$ cat config.mk
export PLATFORM = sky130hd
export DESIGN_NAME = rx_desc_dma
export DESIGN_NICKNAME = d
export VERILOG_FILES = /design/src/rtl/rx_desc_dma_pkg.sv /design/src/rtl/rx_desc_packer.sv /design/src/rtl/rx_desc_poll_timer.sv /design/src/rtl/rx_desc_drop_ctr.sv /design/src/rtl/rx_desc_dma.sv
export SDC_FILE = /design/constraint.sdc
export NUM_CORES = 1
export LEC_CHECK = 0
export BUFFER_PORTS_ARGS = -buffer_cell sky130_fd_sc_hd__buf_2
export CORE_MARGIN = 1.5
export CORE_UTILIZATION = 58
export DETAILED_ROUTE_END_ITERATION = 10
export PLACE_DENSITY = 0.9
export SYNTH_ARGS = -nofsm -noshare
export SYNTH_HDL_FRONTEND = slang
export SYNTH_SLANG_ARGS = --single-unit
$ cat constraint.sdc
create_clock -name clk -period 5.03 [get_ports clk]
set_input_delay 0.7545 -clock clk [delete_from_list [all_inputs] [get_ports clk]]
set_output_delay 0.7545 -clock clk [all_outputs]
set_load 0.02 [all_outputs]
$ cat src/rtl/rx_desc_dma_pkg.sv
package rx_desc_dma_pkg;
  localparam int LEN_W    = 13;
  localparam int ERR_W    = 4;
  localparam int EOP_BIT  = 14;
  localparam int DONE_BIT = 15;
  localparam int OVF_BIT  = 16;
  localparam int ERR_LSB  = 17;

  typedef enum logic [3:0] {
    ST_IDLE, ST_RD_STAT, ST_CHK, ST_LEN, ST_ADR, ST_NXT,
    ST_READY, ST_RECV, ST_WB, ST_POLL
  } rx_state_e;

  function automatic logic [31:0] pack_status(input logic [LEN_W-1:0] len,
                                              input logic ovf,
                                              input logic [ERR_W-1:0] err);
    logic [31:0] s;
    s = '0;
    s[LEN_W-1:0]         = len;
    s[EOP_BIT]           = 1'b1;
    s[DONE_BIT]          = 1'b1;
    s[OVF_BIT]           = ovf;
    s[ERR_LSB +: ERR_W]  = err;
    return s;
  endfunction
endpackage

$ cat src/rtl/rx_desc_packer.sv
module rx_desc_packer
  import rx_desc_dma_pkg::*;
#(
  parameter int ADDR_W = 32
) (
  input  logic              clk,
  input  logic              rst,
  input  logic              start,
  input  logic              byte_vld,
  input  logic              last,
  input  logic [7:0]        din,
  input  logic [LEN_W-1:0]  size,
  input  logic [ADDR_W-1:0] base,
  output logic              wr,
  output logic [ADDR_W-1:0] wr_addr,
  output logic [31:0]       wr_data,
  output logic [LEN_W-1:0]  len,
  output logic              ovf
);
  logic [LEN_W-1:0] cnt_q, cnt_cur;
  logic [31:0]      hold_q, hold_cur, merged;
  logic             ovf_q, ovf_cur, keep;
  logic [1:0]       lane;

  assign cnt_cur  = start ? '0 : cnt_q;
  assign hold_cur = start ? '0 : hold_q;
  assign ovf_cur  = start ? 1'b0 : ovf_q;
  assign keep     = byte_vld && (cnt_cur < size);
  assign lane     = cnt_cur[1:0];

  for (genvar i = 0; i < 4; i++) begin : g_lane
    assign merged[8*i +: 8] = (keep && lane == 2'(i)) ? din : hold_cur[8*i +: 8];
  end

  assign wr      = byte_vld && ((keep && lane == 2'd3) || (last && (keep || lane != 2'd0)));
  assign wr_addr = base + ADDR_W'(cnt_cur >> 2);
  assign wr_data = merged;
  assign len     = cnt_q;
  assign ovf     = ovf_q;

  always_ff @(posedge clk) begin
    if (rst) begin
      cnt_q  <= '0;
      hold_q <= '0;
      ovf_q  <= 1'b0;
    end else if (byte_vld) begin
      cnt_q  <= cnt_cur + LEN_W'(keep);
      hold_q <= wr ? '0 : merged;
      ovf_q  <= ovf_cur | ~keep;
    end
  end
endmodule

$ cat src/rtl/rx_desc_poll_timer.sv
module rx_desc_poll_timer #(
  parameter int PERIOD_W  = 8,
  parameter int POLL_UNIT = 8
) (
  input  logic                clk,
  input  logic                rst,
  input  logic                load,
  input  logic [PERIOD_W-1:0] period,
  output logic                expired
);
  localparam int CW = PERIOD_W + $clog2(POLL_UNIT) + 1;
  logic [CW-1:0] cnt_q;

  always_ff @(posedge clk) begin
    if (rst)              cnt_q <= '0;
    else if (load)        cnt_q <= CW'(period) * CW'(POLL_UNIT);
    else if (cnt_q != '0) cnt_q <= cnt_q - 1'b1;
  end

  assign expired = (cnt_q == '0);
endmodule

$ cat src/rtl/rx_desc_drop_ctr.sv
module rx_desc_drop_ctr #(
  parameter int DROP_W = 16
) (
  input  logic              clk,
  input  logic              rst,
  input  logic              inc,
  output logic [DROP_W-1:0] count
);
  always_ff @(posedge clk) begin
    if (rst)                      count <= '0;
    else if (inc && count != '1)  count <= count + 1'b1;
  end
endmodule

$ cat src/rtl/rx_desc_dma.sv
module rx_desc_dma
  import rx_desc_dma_pkg::*;
#(
  parameter int ADDR_W    = 32,
  parameter int DROP_W    = 16,
  parameter int PERIOD_W  = 8,
  parameter int POLL_UNIT = 8
) (
  input  logic                clk,
  input  logic                rst,
  input  logic                rx_enable,
  input  logic                lp_wr,
  input  logic [ADDR_W-1:0]   lp_data,
  input  logic [PERIOD_W-1:0] poll_period,
  input  logic                rx_valid,
  input  logic                rx_sop,
  input  logic                rx_eop,
  input  logic [7:0]          rx_data,
  input  logic [ERR_W-1:0]    rx_err,
  output logic                mem_en,
  output logic                mem_we,
  output logic [ADDR_W-1:0]   mem_addr,
  output logic [31:0]         mem_wdata,
  input  logic [31:0]         mem_rdata,
  output logic [DROP_W-1:0]   drop_count
);
  rx_state_e         st;
  logic [ADDR_W-1:0] lp_q, cur_q, nxt_q, buf_q;
  logic [LEN_W-1:0]  size_q;
  logic [ERR_W-1:0]  err_q;
  logic              dropping_q;
  logic              frame_start, accept, drop, byte_vld, busy_desc, poll_expired;
  logic              pk_wr, pk_ovf;
  logic [ADDR_W-1:0] pk_addr;
  logic [31:0]       pk_data;
  logic [LEN_W-1:0]  pk_len;

  assign frame_start = rx_valid && rx_sop && (st != ST_RECV) && !dropping_q;
  assign accept      = frame_start && (st == ST_READY) && rx_enable;
  assign drop        = frame_start && !accept;
  assign byte_vld    = rx_valid && (accept || st == ST_RECV);
  assign busy_desc   = (st == ST_CHK) && (mem_rdata != '0);

  rx_desc_packer #(.ADDR_W(ADDR_W)) u_pack (
    .clk(clk), .rst(rst), .start(accept), .byte_vld(byte_vld), .last(rx_eop),
    .din(rx_data), .size(size_q), .base(buf_q), .wr(pk_wr), .wr_addr(pk_addr),
    .wr_data(pk_data), .len(pk_len), .ovf(pk_ovf)
  );

  rx_desc_poll_timer #(.PERIOD_W(PERIOD_W), .POLL_UNIT(POLL_UNIT)) u_poll (
    .clk(clk), .rst(rst), .load(busy_desc), .period(poll_period), .expired(poll_expired)
  );

  rx_desc_drop_ctr #(.DROP_W(DROP_W)) u_drop (
    .clk(clk), .rst(rst), .inc(drop), .count(drop_count)
  );

  always_ff @(posedge clk) begin
    if (rst) begin
      st         <= ST_IDLE;
      lp_q       <= '0;
      cur_q      <= '0;
      nxt_q      <= '0;
      buf_q      <= '0;
      size_q     <= '0;
      err_q      <= '0;
      dropping_q <= 1'b0;
    end else begin
      if (lp_wr) lp_q <= lp_data;
      if (drop) dropping_q <= !rx_eop;
      else if (dropping_q && rx_valid && rx_eop) dropping_q <= 1'b0;
      if (byte_vld && rx_eop) err_q <= rx_err;
      unique case (st)
        ST_IDLE:    if (rx_enable) begin cur_q <= lp_q; st <= ST_RD_STAT; end
        ST_RD_STAT: st <= ST_CHK;
        ST_CHK:     st <= busy_desc ? ST_POLL : ST_LEN;
        ST_LEN:     begin size_q <= mem_rdata[LEN_W-1:0]; st <= ST_ADR; end
        ST_ADR:     begin buf_q <= mem_rdata[ADDR_W-1:0]; st <= ST_NXT; end
        ST_NXT:     begin nxt_q <= mem_rdata[ADDR_W-1:0]; st <= ST_READY; end
        ST_READY: begin
          if (accept)          st <= rx_eop ? ST_WB : ST_RECV;
          else if (!rx_enable) st <= ST_IDLE;
        end
        ST_RECV:    if (rx_valid && rx_eop) st <= ST_WB;
        ST_WB:      begin cur_q <= nxt_q; st <= ST_RD_STAT; end
        ST_POLL: begin
          if (!rx_enable)        st <= ST_IDLE;
          else if (poll_expired) st <= ST_RD_STAT;
        end
        default:    st <= ST_IDLE;
      endcase
    end
  end

  always_comb begin
    mem_en    = 1'b0;
    mem_we    = 1'b0;
    mem_addr  = cur_q;
    mem_wdata = pk_data;
    unique case (st)
      ST_RD_STAT: begin mem_en = 1'b1; mem_addr = cur_q + ADDR_W'(1); end
      ST_CHK:     begin mem_en = 1'b1; mem_addr = cur_q + ADDR_W'(2); end
      ST_LEN:     begin mem_en = 1'b1; mem_addr = cur_q + ADDR_W'(3); end
      ST_ADR:     begin mem_en = 1'b1; mem_addr = cur_q; end
      ST_READY, ST_RECV: begin
        mem_en   = pk_wr;
        mem_we   = pk_wr;
        mem_addr = pk_addr;
      end
      ST_WB: begin
        mem_en    = 1'b1;
        mem_we    = 1'b1;
        mem_addr  = cur_q + ADDR_W'(1);
        mem_wdata = pack_status(pk_len, pk_ovf, err_q);
      end
      default: ;
    endcase
  end
endmodule

## Word-level counts from Yosys, hierarchy flattened

Index checks and enable logic that the tools add are counted.

| word-level totals | value |
|---|---|
| register bits | 224 |
| bits in latches | 0 |
| memory bits (writable) | 0 |
| ROM bits | 0 |
| input bits | 91 |
| output and inout bits | 82 |
| word-level logic and storage cells | 110 |
| memories kept | 0 |

| cells by class | value |
|---|---|
| add/subtract/negate cells | 7 |
| multipliers | 0 |
| div/mod/pow operators | 0 |
| order comparisons | 1 |
| equality and inequality tests | 18 |
| shift operators | 0 |
| multiplexer cells | 27 |
| bitwise gates (word level) | 2 |
| reductions and logical operators | 41 |

Operators with widths:

| operator | number |
|---|---|
| $mux W32 | 4 |
| $pmux W32 S4 | 1 |
| $add A32 B2 Y32 const B | 2 |
| $pmux W32 S2 | 1 |
| $pmux W4 S10 | 1 |
| $add A32 B1 Y32 const B | 1 |
| $add A32 B11 Y32 | 1 |
| $mux W4 | 8 |
| $mux W8 | 4 |
| $reduce_bool A32 Y1 | 1 |
| $mux W11 | 2 |
| $logic_and A1 B1 Y1 | 20 |
| $add A16 B1 Y16 const B | 1 |
| $eq A4 B3 Y1 const B | 4 |
| $ne A16 B16 Y1 const B | 1 |
| $add A13 B1 Y13 | 1 |
| $lt A13 B13 Y1 | 1 |
| $mux W13 | 1 |
| $logic_not A12 Y1 | 1 |
| $reduce_bool A12 Y1 | 1 |
| $sub A12 B1 Y12 const B | 1 |
| $eq A4 B2 Y1 const B | 2 |
| $eq A4 B4 Y1 const B | 2 |
| $reduce_bool A2 Y1 | 4 |
| other kinds (19) | 30 |

## Logic depth before layout (Yosys ltp)

Gate-level depths: netlist (run 1).

| depth | value |
|---|---|
| depth in word-level cells | 13 |
| mapped depth | 23 |
| mapped depth without buffers | 20 |

## By module

A second synthesis (run 1) with hierarchy kept.

| unflattened totals | value |
|---|---|
| cell total of the unflattened synthesis | 1719 |
| area total of the unflattened synthesis | 13420.4 sq um |

Modules (own cells, without submodules):

| module | times used | cells each | area an instance (sq um) | sequential area each (sq um) |
|---|---|---|---|---|
| rx_desc_dma | 1 | 1087 | 8130.3 | 3002.9 |
| rx_desc_packer | 1 | 455 | 3743.6 | 920.9 |
| rx_desc_drop_ctr | 1 | 99 | 848.3 | 320.3 |
| rx_desc_poll_timer | 1 | 78 | 698.2 | 240.2 |

## Worst setup path before layout (run 1)

OpenSTA, ideal clock, no wires.

| path | value |
|---|---|
| path type | in2out |
| start point | in rx_sop |
| end point | out mem_addr[31] |
| arrival | 4.241 ns |
| required time | 4.276 ns |
| slack | 0.034 ns |
| cell stages on the path | 16 |
| buffers on the path | 3 |
| cells stage by stage | and4b_1 > buf_4 > nand2_2 > clkbuf_1 > clkbuf_1 > and2_1 > ha_1 > o21ai_0 > a31oi_1 > o21a_1 > maj3_1 > a2111o_1 > nand2_1 > nor4b_1 > xnor2_1 > o21ai_0 |

| on the way | value |
|---|---|
| word-level cells in the longest chain between the ends | 8 |

Ends and longest elaborated chain:

| what | RTL line | RTL |
|---|---|---|
| start: declaration | rx_desc_dma.sv:16 | `input logic rx_sop,` |
| $logic_and A1 B1 Y1 (3 in a row) | rx_desc_dma.sv:38 | `assign frame_start = rx_valid && rx_sop && (st != ST_RECV) && !dropping_q;` |
| $logic_and A1 B1 Y1 (2 in a row) | rx_desc_dma.sv:39 | `assign accept = frame_start && (st == ST_READY) && rx_enable;` |
| $mux W13 | rx_desc_packer.sv:25 | `assign cnt_cur = start ? '0 : cnt_q;` |
| $add A32 B11 Y32 | rx_desc_packer.sv:36 | `assign wr_addr = base + ADDR_W'(cnt_cur >> 2);` |
| $pmux W32 S4 | rx_desc_dma.sv:100 | `unique case (st)` |
| end: declaration | rx_desc_dma.sv:22 | `output logic [ADDR_W-1:0] mem_addr,` |

Every way passes these cells.

## Worst setup path after layout (run 1)

| path | value |
|---|---|
| start point | reg st[3] |
| end point | out mem_addr[29] |

| on the way | value |
|---|---|
| word-level cells in the longest chain between the ends | 8 |
| elaborated cells between the ends (all ways) | 16 |
| classes of those cells | add/sub: 1; eq/ne: 7; mux: 2; reduce/logical: 6 |

Ends and longest elaborated chain:

| what | RTL line | RTL |
|---|---|---|
| start: declaration | rx_desc_dma.sv:27 | `rx_state_e st;` |
| start signal: assignment | rx_desc_dma.sv:76 | `ST_CHK: st <= busy_desc ? ST_POLL : ST_LEN;` |
| start signal: assignment | rx_desc_dma.sv:81 | `if (accept) st <= rx_eop ? ST_WB : ST_RECV;` |
| $ne A4 B3 Y1 | rx_desc_dma.sv:38 |  |
| $logic_and A1 B1 Y1 (2 in a row) | rx_desc_dma.sv:38 |  |
| $logic_and A1 B1 Y1 (2 in a row) | rx_desc_dma.sv:39 |  |
| $mux W13 | rx_desc_packer.sv:25 |  |
| $add A32 B11 Y32 | rx_desc_packer.sv:36 |  |
| $pmux W32 S4 (*) | rx_desc_dma.sv:100 |  |

Mark *: on every way between the ends. The rest lies on a longest branch, timed or not.

==> impl_metrics.py, run 1 <==
metrics = {
    "pwr": {
        "ir_worst_vdd_mv": 0.2733,
        "leakage_nw": 5.498,
        "power.density_mw_per_mm2": 303.3,
    },
    "finish": {
        "final_cell_mix": "nand2_1, dfxtp_1, a21oi_1",
        "n_antenna_cell": 0,
        "fin_nets": 1875,
        "drive_gt1_frac": 0.1604,
        "utilization": 0.6798,
        "fillers": 1669,
        "area_growth_pct": 14.98,
        "final_common_cell": "nand2_1",
    },
    "yosys": {
        "ys_seq_area_frac": 0.3608,
        "syn_inst": 1641,
        "ys_warn_count": 0,
        "synth_ff_type": "dfxtp_1",
        "synth_edf_count": 0,
        "avgSynthCellArea_um2": 7.574,
        "async_flop_share": 0,
        "syn_nets": 1755,
        "ys_ff_latch": 224,
        "yosys.area_share.simple": 0.2559,
        "synth-adder-area-share": 0.02537,
        "synth_cell_types": 76,
        "synth_top_area_frac": 0.3608,
        "synthXorXnorAreaFrac": 0.05003,
        "synth.cell_area_mm2": 0.01243,
        "synth_area_leaders": "dfxtp_1, nand2_1, a21oi_1, nor2_1, mux2i_1",
        "synth_compound_area_frac": 0.2095,
        "synth_mux_area_frac": 0.05094,
        "yosys.area.top_type": "dfxtp_1",
        "synth_top_family_by_area": "simple AND/OR/NAND/NOR gates",
    },
    "global_route": {
        "grt_max_degree": 89,
        "grt_first_pass_wirelength_mm": 58.83,
        "antenna_found_initial": 1,
        "grt_pass1_vias": 11650,
        "grt_util_all_layers": 0.3240,
        "grt_overflow": 0,
    },
    "critical_path": {
        "critPathKind": "flip-flop to output port",
        "worstPathRequired_ps": 4280,
        "critPathCaptureType": "output port",
        "critPathLaunch": "st[3]$_SDFFE_PP0P_",
        "reg2reg_from": "st[3]$_SDFFE_PP0P_",
        "worst-path-max-fanout": 15,
        "cp_data_arrival_time_ps": 4100,
        "startpoint_type": "flip-flop",
    },
    "floorplan": {
        "die_x_um": 149.4,
        "num_rows": 53,
        "start_util": 0.5913,
        "io_pins": 173,
        "dieArea_mm2": 0.02232,
        "core_area_mm2": 0.02102,
        "chipHeight_um": 149.4,
    },
    "placed_design": {
        "gp_congestion": 0.9788,
        "pre_cts_ws_ps": 89.81,
        "numPortBuffers": 172,
        "hpwl_mm": 25.54,
    },
    "routing": {
        "drt_iter0_drc": 1324,
        "viasPerCell": 6.303,
        "drt-pass1-iter-count": 8,
        "ant_nets": 0,
        "routed_wl_mm": 37.11,
        "dr_total_vias": 12930,
        "post_drt_wl_per_cell_um": 18.08,
        "drc": 0,
    },
    "timing": {
        "finalClockSkew_ps": 9.308,
        "fin_ws_ps": 170.8,
        "drv_slew": 0,
        "final-setup-viol-count": 0,
        "finalHoldViolations": 0,
        "timing.hold.ws_ps": 452.6,
        "slew_headroom": 0.1810,
        "period_needed_ps": 4859,
        "finalCritPeriodShare": 0.9660,
        "fmax_mhz": 205.8,
        "tightest_slew_ps": 1228,
    },
    "clocking": {
        "clk_pin_slew_ps": 60,
        "cts_tree": "done",
        "clk_latency_ps": 510,
        "cts_hold_buf": 0,
        "clk_path_buf_depth": 3,
        "cts_sinks": 224,
        "cts_root_buffer": "clkbuf_16",
        "htreeDepth": 1,
        "numCtsBuffers": 24,
    },
    "flow_run": {
        "maxCapViolations": 0,
    },
    "worst_hold_path": {
        "holdCritStartpoint": "u_pack.hold_q[6]$_SDFFE_PP0P_",
        "min-delay-path-class": "flip-flop to flip-flop",
    },
    "run_status": {
        "status": "completed",
    },
}
## Yosys cell counts (6+ instances only)
| cell type | count |
|---|---|
| a211oi_1 | 12 |
| a211oi_2 | 14 |
| a21oi_1 | 185 |
| a221oi_1 | 7 |
| a22oi_1 | 10 |
| a31oi_1 | 18 |
| and2_1 | 38 |
| and3_1 | 24 |
| and4_1 | 7 |
| buf_2 | 6 |
| clkbuf_1 | 96 |
| dfxtp_1 | 224 |
| ha_1 | 22 |
| inv_1 | 35 |
| mux2i_1 | 61 |
| nand2_1 | 324 |
| nand3_1 | 42 |
| nand4_1 | 17 |
| nor2_1 | 165 |
| nor2b_1 | 9 |
| nor3_1 | 24 |
| nor4_1 | 17 |
| o211ai_1 | 10 |
| o21ai_0 | 55 |
| o221ai_1 | 40 |
| o22ai_1 | 14 |
| xnor2_1 | 41 |
| xor2_1 | 30 |
## cells by family after synthesis
group / Yosys count
multiplexers: 63
flip-flops: 224
AO/OA/AOI/OAI: 407
AND/OR/NAND/NOR: 703
adder cells (fa/ha/maj): 25
XOR/XNOR: 71
buffers and inverters: 148
## per-stage QoR
stage / instances / instance area [um2] / setup TNS (ps) / power, mW
finish: 2052 / 14290 / 0 / 4.335
detailed placement: 2008 / 13440 / 0 / 2.596
floorplan: 1641 / 12430 / 0 / 2.391
global placement: 2008 / 13440 / 0 / 2.573
CTS: 2050 / 14240 / 0 / 4.331
global route: 2052 / 14290 / -29.30 / 4.496
## power breakdown
part / total (mW) / internal [mW] / switching [mW]
registers: 1.91 / 1.84 / 0.0670
clock network: 1.76 / 1.05 / 0.713
logic: 0.667 / 0.247 / 0.421
total: 4.33 / 3.13 / 1.20
## worst paths after layout
check	depth (start not counted)	to	slack [ps]
worst max-delay path	14	mem_addr[29]	170
worst min-delay path	2	u_pack.hold_q[6]$_SDFFE_PP0P_	450
worst max register to register	19	u_pack.len[12]$_SDFFE_PP0P_	1060
worst min register to register	2	u_pack.hold_q[6]$_SDFFE_PP0P_	450
## sequential cells by signal, summed over array words and instances, names as in the netlist
name	count
buf_q	32
cur_q	32
lp_q	32
nxt_q	32
u_pack.hold_q	32
u_drop.count	16
size_q	13
u_pack.len	13
u_poll.cnt_q	12
err_q	4
st	4
dropping_q	1
u_pack.ovf	1
## what timing repair did
action	CTS	global route
setup buffers	0	1
setup endpoints to repair	10	54
gates cloned	0	1
pin swaps	0	4
gates resized for setup	2	12
## critical path, cell delays in order, from the launching register on
cell and delay [ps]:
dfxtp_2 370, and4bb_4 380, nand2_4 120, and2_1 210, ha_1 320, o21ai_1 150, a31oi_2 100, o21a_1 230
maj3_1 390, a2111o_1 580, nand2_4 160, nor3_1 70, xnor2_1 130, o21ai_0 170, buf_2 200
## per-layer routing
layer | vias to the layer above | GRT usage | part of all wire
li1 | 6001 | - | -
met1 | 6062 | 0.4141 | 0.39
met2 | 736 | 0.5378 | 0.47
met3 | 133 | 0.05199 | 0.094
met4 | 2 | 0.1431 | 0.043
met5 | - | 0 | 0.00035
## cell type report
| type | count | area [um2] | share of cell area |
|---|---|---|---|
| repair buffers | 205 | 1115 | 0.07801 |
| inverters | 36 | 135.1 | 0.009455 |
| clock inverters | 5 | 55.05 | 0.003852 |
| well taps | 275 | 344.1 | 0.02408 |
| multi-input cells | 1270 | 7426 | 0.5196 |
| flip-flops and latches | 224 | 4486 | 0.3139 |
| clock buffers | 37 | 730.7 | 0.05113 |
Note: power is estimated with default switching activity, not from simulation.
==> run 2: changes to the inputs <==
--- a/config.mk
+++ b/config.mk
@@ -6,7 +6,7 @@
 export NUM_CORES = 1
 export LEC_CHECK = 0
 export BUFFER_PORTS_ARGS = -buffer_cell sky130_fd_sc_hd__buf_2
-export CORE_MARGIN = 1.5
+export CORE_MARGIN = 4
 export CORE_UTILIZATION = 58
 export DETAILED_ROUTE_END_ITERATION = 10
 export PLACE_DENSITY = 0.9
==> constraint.sdc (replaced) <==
create_clock -name clk -period 5.03 [get_ports clk]
set_input_delay 0.7545 -clock clk [delete_from_list [all_inputs] [get_ports clk]]
set_output_delay 0.7545 -clock clk [all_outputs]
set_load 0.05 [all_outputs]
==> run 2 against run 1 <==
Flip-flop and latch count unchanged. Sequential power about the same. Clock power about the same. Power increased by 2.4%. Die area increased by 6.8%. Highest routed layer unchanged. Non-clock buffer count increased by 4. Register-to-register slack got worse by 50 ps. Final area increased by 1.6%. Largest cell class unchanged. Largest power group unchanged. Critical endpoint is now mem_wdata[1]. Routed wire length increased by 10%. Clock-buffer cell count decreased by 8.
==> impl_metrics.py, run 2 (synthesis gave the netlist of run 1 again) <==
metrics = {
    "run_status": {
        "status": "completed",
    },
    "routing": {
        "viasPerCell": 6.403,
        "routed_wl_mm": 40.97,
        "drt-pass1-iter-count": 8,
        "drc": 0,
        "post_drt_wl_per_cell_um": 19.88,
        "dr_total_vias": 13200,
        "ant_nets": 0,
        "drt_iter0_drc": 1819,
    },
    "critical_path": {
        "startpoint_type": "flip-flop",
        "critPathCaptureType": "output port",
        "worstPathRequired_ps": 4280,
        "critPathKind": "flip-flop to output port",
        "cp_data_arrival_time_ps": 4230,
        "worst-path-max-fanout": 8,
    },
    "finish": {
        "stdcell_count": 2061,
        "seq_area_mm2": 0.004486,
        "drive_gt1_frac": 0.1841,
        "fillers": 1600,
        "area_growth_pct": 16.79,
        "final_common_cell": "nand2_1",
        "final_cell_mix": "nand2_1, dfxtp_1, a21oi_1",
        "fin_nets": 1878,
        "multiInputGateArea_mm2": 0.007577,
        "utilization": 0.6906,
    },
    "floorplan": {
        "core_area_mm2": 0.02102,
        "io_pins": 173,
        "chipHeight_um": 154.4,
        "die_x_um": 154.4,
        "num_rows": 53,
        "start_util": 0.5913,
        "dieArea_mm2": 0.02384,
    },
    "pwr": {
        "ir_worst_vdd_mv": 0.2720,
        "leakage_nw": 5.505,
        "power.density_mw_per_mm2": 305.7,
        "power_mw": 4.438,
    },
    "global_route": {
        "met2_usage": 0.4954,
        "grt_overflow": 0,
        "grt_util_all_layers": 0.3212,
        "antenna_found_initial": 5,
        "busiest_layer": "met2",
        "grt_first_pass_wirelength_mm": 63.81,
        "use_met1": 0.4515,
        "grt_pass1_vias": 12150,
        "grt_max_degree": 98,
        "use_met3": 0.06240,
    },
    "placed_design": {
        "hpwl_mm": 28.71,
        "numPortBuffers": 172,
        "pre_cts_ws_ps": 135.5,
        "dp_cells": 2008,
        "gp_congestion": 0.9745,
    },
    "clocking": {
        "htreeDepth": 1,
        "clk_path_buf_depth": 3,
        "numCtsBuffers": 24,
        "cts_tree": "done",
        "clk_latency_ps": 540,
        "cts_root_buffer": "clkbuf_16",
        "clk_pin_slew_ps": 60,
        "cts_sinks": 224,
    },
    "timing": {
        "finalClockSkew_ps": 19.32,
        "fmax_mhz": 200.8,
        "finalCritPeriodShare": 0.9902,
        "drv_slew": 0,
        "period_needed_ps": 4981,
        "finalHoldViolations": 0,
        "fin_ws_ps": 49.25,
        "slew_headroom": 0.1823,
        "final-setup-viol-count": 0,
        "setup_tns_ps": 0,
        "tightest_slew_ps": 1226,
    },
    "flow_run": {
        "maxCapViolations": 0,
    },
    "worst_hold_path": {
        "min-delay-path-class": "primary input to flip-flop",
    },
}
## run 2: layout make-up
| cell class | count | share of cell area |
|---|---|---|
| Antenna cell | 4 | 0.0006895 |
| Clock buffer | 29 | 0.04473 |
| Clock inverter | 15 | 0.01060 |
| Inverter | 36 | 0.009309 |
| Multi-Input combinational cell | 1269 | 0.5220 |
| Sequential cell | 224 | 0.3090 |
| Tap cell | 275 | 0.02370 |
| Timing Repair Buffer | 209 | 0.07999 |
## run 2: through the flow
| stage | cell area [um2] | hold WS [ps] |
|---|---|---|
| after floorplan | 12570 | 429.0 |
| after global placement | 13580 | 442.8 |
| after detailed placement | 13580 | 446.7 |
| after CTS | 14390 | 447.1 |
| after global routing | 14520 | 460.7 |
| final | 14520 | 455.3 |
## run 2: final timing paths
check,start,endpoint,slack [ps],cells past startpoint
worst min register to register,nxt_q[15]$_SDFFE_PP0P_,nxt_q[15]$_SDFFE_PP0P_,460,2
worst max-delay path,st[3]$_SDFFE_PP0P_,mem_wdata[1],50,15
worst max register to register,st[3]$_SDFFE_PP0P_,u_pack.len[12]$_SDFFE_PP0P_,1010,19
worst min-delay path,poll_period[3],u_poll.cnt_q[6]$_SDFFE_PP0P_,460,3
## run 2: timing repair
item	4_1_cts	5_1_grt
cloned	0	0
resized for setup	3	21
setup buffers	0	5
hold buffers	0	0
setup endpoints to repair	15	48
pin swaps	0	6
## run 2: power breakdown
part	switching [mW]	internal [mW]
combinational	0.499	0.253
clock	0.776	0.995
sequential	0.0742	1.84
total	1.35	3.09
## run 2: per-layer routing
metal / wire length [um] / vias to the layer above
met5: 7 / -
met4: 1554 / 2
met3: 5218 / 149
met2: 18080 / 918
met1: 16110 / 6099
li1: - / 6028
## run 2: critical path, cell delays in order (launching register included)
cell and delay [ps]:
dfxtp_2 370, and4bb_4 380, nand2_4 100, nand2_1 230
inv_1 120, ha_1 310, a21oi_1 70, maj3_1 360
o211ai_1 130, a41oi_2 200, o21ai_4 350, o41a_1 420
buf_4 180, nand2_1 50, a31oi_2 150, clkbuf_4 260
==> run 3: changes to the inputs <==
--- a/config.mk
+++ b/config.mk
@@ -5,11 +5,12 @@
 export SDC_FILE = /design/constraint.sdc
 export NUM_CORES = 1
 export LEC_CHECK = 0
+export ABC_AREA = 1
 export BUFFER_PORTS_ARGS = -buffer_cell sky130_fd_sc_hd__buf_2
 export CORE_MARGIN = 4
-export CORE_UTILIZATION = 58
+export CORE_UTILIZATION = 59
 export DETAILED_ROUTE_END_ITERATION = 10
-export PLACE_DENSITY = 0.9
+export PLACE_DENSITY = 0.91
 export SYNTH_ARGS = -nofsm -noshare
 export SYNTH_HDL_FRONTEND = slang
 export SYNTH_SLANG_ARGS = --single-unit
==> run 3 against run 2 <==
Flip-flop and latch count unchanged. Routed wire length increased by 6.2%. First-iteration DRC count is 12% lower. Register-to-register slack worse by 430 ps. Combinational power rose to 3.4 times the previous value. Global-route usage is 1.8 points higher. Largest cell class unchanged.
==> impl_metrics.py, run 3 <==
metrics = {
    "run_status": {
        "status": "completed",
    },
    "yosys": {
        "synth_area_leaders": "dfxtp_1, nand2_1, nor2_1, o21ai_0, inv_1",
        "synth_top_area_frac": 0.3387,
        "syn_inst": 2095,
        "synth_ff_type": "dfxtp_1",
        "ys_warn_count": 0,
        "yosys.area.top_type": "dfxtp_1",
        "async_flop_share": 0,
        "avgSynthCellArea_um2": 6.319,
        "ys_ff_latch": 224,
        "ys_top_cells_by_count": "nand2_1, nor2_1, inv_1, dfxtp_1, o21ai_0",
        "synth_cell_types": 54,
        "synth.cell_area_mm2": 0.01324,
        "yosysMostFrequentCell": "nand2_1",
        "synth_edf_count": 0,
        "ys_seq_area_frac": 0.3387,
        "syn_nets": 2209,
    },
    "routing": {
        "drt_iter0_drc": 1608,
        "drt-pass1-iter-count": 8,
        "dr_total_vias": 14850,
        "ant_nets": 0,
        "post_drt_wl_per_cell_um": 17.24,
        "routed_wl_mm": 43.50,
        "drc": 0,
        "viasPerCell": 5.884,
    },
    "placed_design": {
        "hpwl_mm": 32.18,
        "placed_cell_area_mm2": 0.01424,
        "gp_congestion": 0.9812,
        "numPortBuffers": 172,
    },
    "floorplan": {
        "io_pins": 173,
        "num_rows": 54,
        "core_area_mm2": 0.02196,
        "dieArea_mm2": 0.02490,
        "start_util": 0.6029,
        "die_x_um": 157.8,
        "chipHeight_um": 157.8,
    },
    "finish": {
        "drive_gt1_frac": 0.1311,
        "area_growth_pct": 14.31,
        "final_common_cell": "nand2_1",
        "fin_nets": 2337,
        "final_cell_mix": "nand2_1, nor2_1, inv_1",
        "design_area_mm2": 0.01513,
    },
    "critical_path": {
        "slowest_stage": "dfxtp_1",
        "startpoint_type": "flip-flop",
        "cp_common_cell": "nand2_1",
        "worstPathRequired_ps": 4280,
        "critPathCaptureType": "output port",
        "crit_chain": "inv_2, nand3_4, nor2_4, nand2_4, inv_2, nor2_1, ha_1, nand2_1, inv_1, o21ai_0, nand2_1, a21oi_4, nand4_4, nand2_1, nand2_2, nand3_1, buf_2",
        "cp_data_arrival_time_ps": 3990,
        "critPathKind": "flip-flop to output port",
        "max_stage_delay_ps": 410,
        "worst-path-max-fanout": 20,
    },
    "clocking": {
        "cts_hold_buf": 0,
        "htreeDepth": 1,
        "cts_sinks": 224,
        "cts_tree": "done",
        "numCtsBuffers": 25,
        "clk_path_buf_depth": 3,
        "clk_pin_slew_ps": 60,
        "cts_resized": 0,
        "cts_root_buffer": "clkbuf_16",
        "cts_setup_buffers": 0,
        "clk_latency_ps": 530,
    },
    "timing": {
        "rsz0062_at_grt": "no",
        "finalClockSkew_ps": 13.46,
        "tightest_slew_ps": 1147,
        "finalCritPeriodShare": 0.9436,
        "timing.hold.ws_ps": 436.6,
        "final-setup-viol-count": 0,
        "fmax_mhz": 210.7,
        "drv_slew": 0,
        "finalHoldViolations": 0,
        "slew_headroom": 0.2338,
        "period_needed_ps": 4746,
        "setup_tns_ps": 0,
    },
    "global_route": {
        "antenna_found_initial": 3,
        "met2_usage": 0.5178,
        "grt_overflow": 0,
        "grt_max_degree": 75,
        "grt_first_pass_wirelength_mm": 68.83,
        "use_met3": 0.07299,
        "grt_pass1_vias": 13480,
        "use_met1": 0.4759,
        "grt_util_all_layers": 0.3392,
        "busiest_layer": "met2",
    },
    "pwr": {
        "power_mw": 6.700,
        "leakage_nw": 6.569,
        "ir_worst_vdd_mv": 0.4016,
        "power.density_mw_per_mm2": 442.8,
    },
    "flow_run": {
        "maxCapViolations": 0,
    },
    "worst_hold_path": {
        "min-delay-path-class": "primary input to flip-flop",
    },
}
[run 3: changes by cell type after synthesis, sizes merged, moves of 23 or more]
cell | before | now
nand3 | 42 | 128
inv | 36 | 234
nand2 | 325 | 413
xnor2 | 41 | 7
o21ai | 58 | 242
nor3 | 24 | 48
nor2 | 165 | 365
and2 | 39 | 9
a211oi | 26 | 3
nand4 | 17 | 48
a21oi | 186 | 142
o221ai | 40 | 0
mux2i | 61 | 0
[run 3: kinds of logic after synthesis]
logic type,synth area share
AO/OA/AOI/OAI,0.1901
XOR/XNOR,0.01059
adder cells (fa/ha/maj),0.02230
buffers and inverters,0.09630
flip-flops,0.3387
AND/OR/NAND/NOR,0.3420
[run 3: path summary, 6_finish.rpt]
kind / from / to / slack [ps] / depth (start not counted)
setup / recovery: st[3]$_SDFFE_PP0P_ / mem_en / 280 / 17
hold / removal: lp_data[25] / lp_q[25]$_SDFFE_PP0P_ / 440 / 3
setup reg to reg: st[3]$_SDFFE_PP0P_ / u_pack.len[12]$_SDFFE_PP0P_ / 580 / 23
hold reg to reg: size_q[3]$_SDFFE_PP0P_ / size_q[3]$_SDFFE_PP0P_ / 470 / 2
[run 3: worst max-delay path, delay by kind of cell (launching register included)]
family	cells	cell delay, ps
adder cells (fa/ha/maj)	1	320
AND/OR/NAND/NOR	10	1750
buffers and inverters	4	510
AO/OA/AOI/OAI	2	450
flip-flops	1	410
[run 3: metal layers]
layer	part of all wire	wire length (um)	vias up
met5	0.00062	27	-
met4	0.035	1507	4
met3	0.11	4826	118
met2	0.44	18990	782
met1	0.42	18150	6757
li1	-	-	7185
[run 3: final cells by class]
cell class,instances,area [um2]
inverters,241,905.9
clock buffers,33,715.7
clock inverters,13,147.6
multi-input cells,1543,7512
flip-flops and latches,224,4486
diodes,1,2.502
well taps,280,350.3
repair buffers,188,1013
fillers,1870,6825
[run 3: metrics by stage]
stage / std cells / setup WS, ps / util
3_3_place_gp: 2476 / 584.8 / 0.6485
4_1_cts: 2522 / 176.0 / 0.6879
5_1_grt: 2523 / 16.10 / 0.6892
3_5_place_dp: 2476 / 375.9 / 0.6485
6_report: 2523 / 283.6 / 0.6892
2_1_floorplan: 2095 / 663.8 / -
[run 3: power by group]
group	switching [mW]	total [mW]	internal (mW)
sequential	0.278	2.28	2.00
combinational	1.88	2.55	0.666
clock	0.762	1.88	1.11
total	2.92	6.70	3.78
